`src/rtl/cdb_arb_pkg.sv`:
```
package cdb_arb_pkg;

   // Rank of each execution unit on the broadcast lane; lower index wins.
   localparam int unsigned UNIT_MUL   = 0;
   localparam int unsigned UNIT_MEM   = 1;
   localparam int unsigned UNIT_ALU   = 2;
   localparam int unsigned UNIT_DIV   = 3;
   localparam int unsigned UNIT_FDIV  = 4;
   localparam int unsigned UNIT_FMUL  = 5;
   localparam int unsigned UNIT_FADD  = 6;
   localparam int unsigned UNIT_COUNT = 7;

   // True when tag is strictly younger than ref_tag, with ages taken
   // as distance from the reorder-buffer head modulo 2**width.
   function automatic logic tag_younger(input logic [31:0] tag,
                                        input logic [31:0] ref_tag,
                                        input logic [31:0] head,
                                        input int unsigned width);
      logic [31:0] mask;
      logic [31:0] age_t;
      logic [31:0] age_r;
      mask  = (32'd1 << width) - 32'd1;
      age_t = (tag - head) & mask;
      age_r = (ref_tag - head) & mask;
      return age_t > age_r;
   endfunction

endpackage

```
`src/rtl/cdb_hold_slot.sv`:
```
module cdb_hold_slot #(
   parameter int unsigned TAG_W  = 5,
   parameter int unsigned DATA_W = 64
) (
   input  logic              clk,
   input  logic              rst_n,
   input  logic              live_valid_i,
   input  logic [TAG_W-1:0]  live_tag_i,
   input  logic [DATA_W-1:0] live_data_i,
   input  logic              live_exc_i,
   output logic              live_ready_o,
   input  logic              grant_i,
   input  logic              flush_i,
   input  logic [TAG_W-1:0]  flush_tag_i,
   input  logic [TAG_W-1:0]  head_i,
   output logic              req_o,
   output logic [TAG_W-1:0]  cand_tag_o,
   output logic [DATA_W-1:0] cand_data_o,
   output logic              cand_exc_o
);
   import cdb_arb_pkg::*;

   logic              hold_v;
   logic [TAG_W-1:0]  hold_tag;
   logic [DATA_W-1:0] hold_data;
   logic              hold_exc;

   logic              nxt_v;
   logic [TAG_W-1:0]  nxt_tag;
   logic [DATA_W-1:0] nxt_data;
   logic              nxt_exc;
   logic              accept;

   assign req_o        = hold_v | live_valid_i;
   assign live_ready_o = ~hold_v | grant_i;
   assign accept       = live_valid_i & live_ready_o;

   assign cand_tag_o  = hold_v ? hold_tag  : live_tag_i;
   assign cand_data_o = hold_v ? hold_data : live_data_i;
   assign cand_exc_o  = hold_v ? hold_exc  : live_exc_i;

   always_comb begin
      nxt_v    = hold_v;
      nxt_tag  = hold_tag;
      nxt_data = hold_data;
      nxt_exc  = hold_exc;
      if (hold_v) begin
         if (grant_i) begin
            nxt_v    = accept;
            nxt_tag  = live_tag_i;
            nxt_data = live_data_i;
            nxt_exc  = live_exc_i;
         end
      end else if (accept && !grant_i) begin
         nxt_v    = 1'b1;
         nxt_tag  = live_tag_i;
         nxt_data = live_data_i;
         nxt_exc  = live_exc_i;
      end
      if (flush_i && nxt_v &&
          tag_younger(32'(nxt_tag), 32'(flush_tag_i), 32'(head_i), TAG_W)) begin
         nxt_v = 1'b0;
      end
   end

   always_ff @(posedge clk) begin
      if (!rst_n) begin
         hold_v    <= 1'b0;
         hold_tag  <= '0;
         hold_data <= '0;
         hold_exc  <= 1'b0;
      end else begin
         hold_v    <= nxt_v;
         hold_tag  <= nxt_tag;
         hold_data <= nxt_data;
         hold_exc  <= nxt_exc;
      end
   end

   AST_PARK_LOSER: assert property (@(posedge clk) disable iff (!rst_n)
      (live_valid_i && live_ready_o && !grant_i && !flush_i) |=> hold_v)
      else $error("lost live result not parked");

   AST_HELD_STABLE: assert property (@(posedge clk) disable iff (!rst_n)
      (hold_v && !grant_i && !flush_i) |=> (hold_v && $stable(hold_tag) && $stable(hold_data) && $stable(hold_exc)))
      else $error("parked result changed while waiting");

   AST_STALL_NO_TAKE: assert property (@(posedge clk) disable iff (!rst_n)
      (hold_v && !grant_i && live_valid_i && !flush_i) |=> (hold_v && $stable(hold_tag)))
      else $error("live offer taken while slot busy");

   AST_FLUSH_CLEAN: assert property (@(posedge clk) disable iff (!rst_n)
      flush_i |=> !(hold_v && tag_younger(32'(hold_tag), 32'($past(flush_tag_i)),
                                          32'($past(head_i)), TAG_W)))
      else $error("squashed result survived flush");

endmodule

```
`src/rtl/cdb_prio_pick.sv`:
```
module cdb_prio_pick #(
   parameter int unsigned NUM_REQ   = 7,
   parameter bit          USE_CHAIN = 1'b1
) (
   input  logic [NUM_REQ-1:0] req_i,
   output logic [NUM_REQ-1:0] grant_o
);
   generate
      if (USE_CHAIN) begin : g_chain
         logic [NUM_REQ:0] higher;
         assign higher[0] = 1'b0;
         for (genvar i = 0; i < NUM_REQ; i++) begin : g_bit
            assign higher[i+1] = higher[i] | req_i[i];
            assign grant_o[i]  = req_i[i] & ~higher[i];
         end
      end else begin : g_scan
         always_comb begin
            logic found;
            found   = 1'b0;
            grant_o = '0;
            for (int i = 0; i < NUM_REQ; i++) begin
               if (req_i[i] && !found) begin
                  grant_o[i] = 1'b1;
                  found      = 1'b1;
               end
            end
         end
      end
   endgenerate
endmodule

```
`src/rtl/cdb_bus_mux.sv`:
```
module cdb_bus_mux #(
   parameter int unsigned NUM_REQ = 7,
   parameter int unsigned TAG_W   = 5,
   parameter int unsigned DATA_W  = 64
) (
   input  logic [NUM_REQ-1:0]        grant_i,
   input  logic [NUM_REQ*TAG_W-1:0]  tag_i,
   input  logic [NUM_REQ*DATA_W-1:0] data_i,
   input  logic [NUM_REQ-1:0]        exc_i,
   output logic                      valid_o,
   output logic [TAG_W-1:0]          tag_o,
   output logic [DATA_W-1:0]         data_o,
   output logic                      exc_o
);
   always_comb begin
      valid_o = 1'b0;
      tag_o   = '0;
      data_o  = '0;
      exc_o   = 1'b0;
      for (int i = 0; i < NUM_REQ; i++) begin
         valid_o = valid_o | grant_i[i];
         tag_o   = tag_o  | ({TAG_W{grant_i[i]}}  & tag_i[i*TAG_W +: TAG_W]);
         data_o  = data_o | ({DATA_W{grant_i[i]}} & data_i[i*DATA_W +: DATA_W]);
         exc_o   = exc_o  | (grant_i[i] & exc_i[i]);
      end
   end
endmodule

```
`src/rtl/cdb_result_arbiter.sv`:
```
module cdb_result_arbiter #(
   parameter int unsigned NUM_UNITS = cdb_arb_pkg::UNIT_COUNT,
   parameter int unsigned TAG_W     = 5,
   parameter int unsigned DATA_W    = 64,
   parameter bit          USE_CHAIN = 1'b1
) (
   input  logic                        clk,
   input  logic                        rst_n,
   input  logic [NUM_UNITS-1:0]        fu_valid_i,
   input  logic [NUM_UNITS*TAG_W-1:0]  fu_tag_i,
   input  logic [NUM_UNITS*DATA_W-1:0] fu_data_i,
   input  logic [NUM_UNITS-1:0]        fu_exc_i,
   output logic [NUM_UNITS-1:0]        fu_ready_o,
   input  logic                        flush_valid_i,
   input  logic [TAG_W-1:0]            flush_tag_i,
   input  logic [TAG_W-1:0]            rob_head_i,
   output logic                        bus_valid_o,
   output logic [TAG_W-1:0]            bus_tag_o,
   output logic [DATA_W-1:0]           bus_data_o,
   output logic                        bus_exc_o
);
   localparam int unsigned TAG_BITS  = NUM_UNITS * TAG_W;
   localparam int unsigned DATA_BITS = NUM_UNITS * DATA_W;

   generate
      if (NUM_UNITS < 2 || NUM_UNITS > 32) begin : g_bad_units
         $error("NUM_UNITS must lie in 2..32");
      end
      if (TAG_W < 1 || TAG_W > 16) begin : g_bad_tag
         $error("TAG_W must lie in 1..16");
      end
      if (DATA_W < 1) begin : g_bad_data
         $error("DATA_W must be positive");
      end
   endgenerate

   logic [NUM_UNITS-1:0] req;
   logic [NUM_UNITS-1:0] grant;
   logic [TAG_BITS-1:0]  cand_tag;
   logic [DATA_BITS-1:0] cand_data;
   logic [NUM_UNITS-1:0] cand_exc;

   generate
      for (genvar u = 0; u < NUM_UNITS; u++) begin : g_slot
         cdb_hold_slot #(.TAG_W(TAG_W), .DATA_W(DATA_W)) i_slot (
            .clk          (clk),
            .rst_n        (rst_n),
            .live_valid_i (fu_valid_i[u]),
            .live_tag_i   (fu_tag_i[u*TAG_W +: TAG_W]),
            .live_data_i  (fu_data_i[u*DATA_W +: DATA_W]),
            .live_exc_i   (fu_exc_i[u]),
            .live_ready_o (fu_ready_o[u]),
            .grant_i      (grant[u]),
            .flush_i      (flush_valid_i),
            .flush_tag_i  (flush_tag_i),
            .head_i       (rob_head_i),
            .req_o        (req[u]),
            .cand_tag_o   (cand_tag[u*TAG_W +: TAG_W]),
            .cand_data_o  (cand_data[u*DATA_W +: DATA_W]),
            .cand_exc_o   (cand_exc[u])
         );
      end
   endgenerate

   cdb_prio_pick #(.NUM_REQ(NUM_UNITS), .USE_CHAIN(USE_CHAIN)) i_pick (
      .req_i   (req),
      .grant_o (grant)
   );

   cdb_bus_mux #(.NUM_REQ(NUM_UNITS), .TAG_W(TAG_W), .DATA_W(DATA_W)) i_mux (
      .grant_i (grant),
      .tag_i   (cand_tag),
      .data_i  (cand_data),
      .exc_i   (cand_exc),
      .valid_o (bus_valid_o),
      .tag_o   (bus_tag_o),
      .data_o  (bus_data_o),
      .exc_o   (bus_exc_o)
   );

   AST_SINGLE_LANE: assert property (@(posedge clk) disable iff (!rst_n)
      $onehot0(grant))
      else $error("more than one grant");

   AST_NO_IDLE_LANE: assert property (@(posedge clk) disable iff (!rst_n)
      (|fu_valid_i) |-> bus_valid_o)
      else $error("offer pending but lane idle");

   generate
      for (genvar p = 1; p < NUM_UNITS; p++) begin : g_rank_chk
         AST_RANK_ORDER: assert property (@(posedge clk) disable iff (!rst_n)
            grant[p] |-> !(|req[p-1:0]))
            else $error("lower-ranked unit granted over higher one");
      end
   endgenerate

endmodule

```
`config.mk`:
```
export PLATFORM = sky130hd
export DESIGN_NAME = cdb_result_arbiter
export DESIGN_NICKNAME = d
export VERILOG_FILES = /design/src/rtl/cdb_arb_pkg.sv /design/src/rtl/cdb_hold_slot.sv /design/src/rtl/cdb_prio_pick.sv /design/src/rtl/cdb_bus_mux.sv /design/src/rtl/cdb_result_arbiter.sv
export SDC_FILE = /design/constraint.sdc
export NUM_CORES = 2
export LEC_CHECK = 0
export BUFFER_PORTS_ARGS = -buffer_cell sky130_fd_sc_hd__buf_4
export CORE_UTILIZATION = 45
export DETAILED_ROUTE_END_ITERATION = 7
export PLACE_DENSITY = 0.65
export SLEW_MARGIN = 20
export SYNTH_ARGS = -nofsm -noshare
export SYNTH_HDL_FRONTEND = slang
export SYNTH_SLANG_ARGS = --single-unit
```
`constraint.sdc`:
```
create_clock -name clk -period 7.1 [get_ports clk]
set_clock_uncertainty 0.1 [all_clocks]
set_input_delay 2.13 -clock clk [delete_from_list [all_inputs] [get_ports clk]]
set_output_delay 2.13 -clock clk [all_outputs]
set_load 0.005 [all_outputs]
```
==> results.txt <==
Register area share after synthesis = 33.86%
DRC viols = 0
Max-slew headroom = 21.68%
Top-level port count = 588
Yosys reg bits = 497
Critical Path Fanout Max = 33
Area of the multi-input gates = 18030 um^2
Horiz. Die Dim = 257.6 um
Clock root cell = clkbuf_16
Area grow syn2layout = 22.99%
Clk_lat worst skew = 0.62 ns
Final Hold Fails = 0
Asr flop ratio synth = 0%
Startpoint Class = primary input
Max Root-Sink Buffers = 3
Netlist cell types = 52
CP endpoint kind = output port
Number of global-route vias before repair = 27.07k
Top_reg_cell synth = dfxtp_1
Drt pass-1 iters = 5
Postcts setup bufs = 0
Cts bufs inserted = 58
Share of cells above drive strength 1 = 19.42%
Final setup viols = 0
Avg Vias per Cell = 5.610
Peak per-stage delay on the critical path = 0.58 ns
Leakage power = 14.14 nW
Pwr dens = 244.1 nW/um^2
Clk sinks = 497
Largest net degree at the start of global routing = 173
Max-Cap Viols = 0
Total power = 8.823 mW
Initial antenna violation count = 39
Crit path max-delay family = simple AND/OR/NAND/NOR gates
H-tree depth = 2
Critical setup path kind = primary input to output port
First-pass GRT wire length = 168.1 mm
Mapped cell area = 29390 um^2
Worst VDD drop = 0.2020 mV
Status = finished clean
DRT antenna net count = 0
CP required = 4.87 ns
Grt total ovfl = 0
Buffers & Inverters on Critical Path = 3
Max-slew violations = 0
Routed len/inst = 22.10 um
# resized after CTS = 0
Total GRT Usage = 32.95%
Starting density of the core = 45.59%
Row count = 93
Clock slew at reported path FFs = 0.06 ns
Reg area = 9976 um^2
Hold crit path type = register to register
Most frequent cells in the layout = nand2_1 (1073), buf_4 (630), dfxtp_1 (490)
Setup TNS = 0 ns
RSZ-0062 raised after global routing = false
Initial DRC count = 2347
Crit-path cells = buf_4, or4_1, or4_1, or4_4, buf_12, o221ai_1, a211o_1, buf_4
Actual slew at the worst max-slew pin = 1.170 ns
Fillers = 6181
Fmax = 144.1 MHz
CP arrival = 4.71 ns
Detailed Route WL = 113.1 mm
Yosys warns = 0
Post-placement cell area = 34210 um^2
Via count = 28.71k
Nets = 4768
Die height = 257.6 um
CTS tree = built
Synthesized instance count = 3822
Mean Syn Cell Area = 7.689 um^2
Detailed Place HPWL = 77.37 mm
Fin crit share = 97.75%
GP Congestion = 0.9390
Core region area = 64460 um^2
Design area = 36150 um^2
Die area = 66330 um^2
Post-synth EDFFs = 0
CTS Hold Bufs = 0
Mapped Nets = 4407
IO buf count = 586
Commonest non-fill, non-tap cell in the layout = nand2_1
Fin crit period = 6.940 ns
Crit-path slowest cell = or4_1
[power breakdown]
part | internal [mW] | switching [mW]
Clock | 1.70 | 1.24
Combinational | 1.08 | 1.50
Sequential | 3.04 | 0.256
[state kept, by name, summed over array words and instances (netlist names)]
name	cells
g_slot.i_slot.hold_data	448
g_slot.i_slot.hold_exc	7
g_slot.i_slot.hold_tag	35
g_slot.i_slot.hold_v	7
[path summary, 6_finish.rpt]
kind              cells after the start                                           to  slack (ns)                                        start
hold / removal                        2  g_slot[5].i_slot.hold_data[60]$_SDFFE_PN0P_        0.35  g_slot[5].i_slot.hold_data[60]$_SDFFE_PN0P_
hold reg to reg                       2  g_slot[5].i_slot.hold_data[60]$_SDFFE_PN0P_        0.35  g_slot[5].i_slot.hold_data[60]$_SDFFE_PN0P_
setup reg to reg                     16           g_slot[5].i_slot.hold_v$_SDFF_PP0_        2.37           g_slot[0].i_slot.hold_v$_SDFF_PP0_
setup / recovery                      8                               bus_data_o[62]        0.16                                fu_valid_i[0]
[routing by layer]
layer / vias to the layer above / part of all wire, % / global-route usage, %
li1: 13860 / - / -
met1: 13540 / 41 / 40.84
met2: 1038 / 46 / 52.84
met3: 264 / 8.0 / 7.322
met4: 12 / 5.5 / 18.61
met5: - / 0.075 / 0
[kinds of logic (layout without fill, tap and decap cells)]
family	count (synthesis)	after routing	share of synthesized area [%]
AOI/OAI and AO/OA	1029	1029	23.05
xor gates and xnor gates	32	32	0.9537
adders and majority gates	78	78	3.500
buffers and inverters	380	786	5.169
DFF	497	497	33.86
muxes	308	308	10.59
other	1	36	0.01276
and+or+nand+nor	1497	1497	22.88
[cell type report]
class                   instances  area share, %
multi-input cells            2945          49.89
flip-flops and latches        497          27.60
well taps                     855          2.960
clock buffers                  93          4.825
clock inverters                12         0.2562
repair buffers                644          13.85
diodes                         35         0.2423
inverters                      37         0.3842
[synthesized netlist by cell type (all sizes together), types with 6 or more instances]
master / instances / area share (%)
o21ai: 278 / 4.7
fa: 8 / 0.54
nor2: 14 / 0.18
dfxtp: 497 / 34
clkbuf: 274 / 3.5
mux2i: 288 / 9.8
nor2b: 159 / 3.4
a21oi: 297 / 5.1
a21boi: 260 / 6.6
and2: 17 / 0.36
nand3b: 132 / 3.4
a221oi: 9 / 0.27
inv: 37 / 0.47
nand2: 1073 / 14
nand3: 74 / 1.3
o221ai: 65 / 3.0
nor3: 9 / 0.15
ha: 67 / 2.9
mux2: 20 / 0.77
a211oi: 6 / 0.15
xor2: 8 / 0.24
a211o: 65 / 1.9
xnor2: 24 / 0.72
a21o: 20 / 0.51
buf: 69 / 1.2
[metrics by stage]
stage	utilization [%]	hold slack (ns)	cells	setup slack [ns]
global route	56.04	0.3667	5111	0.09277
floorplan	-	0.3310	3822	0.3168
global placement	53.07	0.3384	4978	0.2082
finish	56.07	0.3508	5118	0.1601
detailed placement	53.07	0.3441	4978	0.2040
CTS	55.92	0.3535	5083	0.1799
[tightest hold or removal path: stages, from the launching register on]
cell and delay, ns:
dfxtp_1 0.31, nand2_1 0.05, a21boi_1 0.05
No activity file was read; power rests on OpenSTA's default activity.
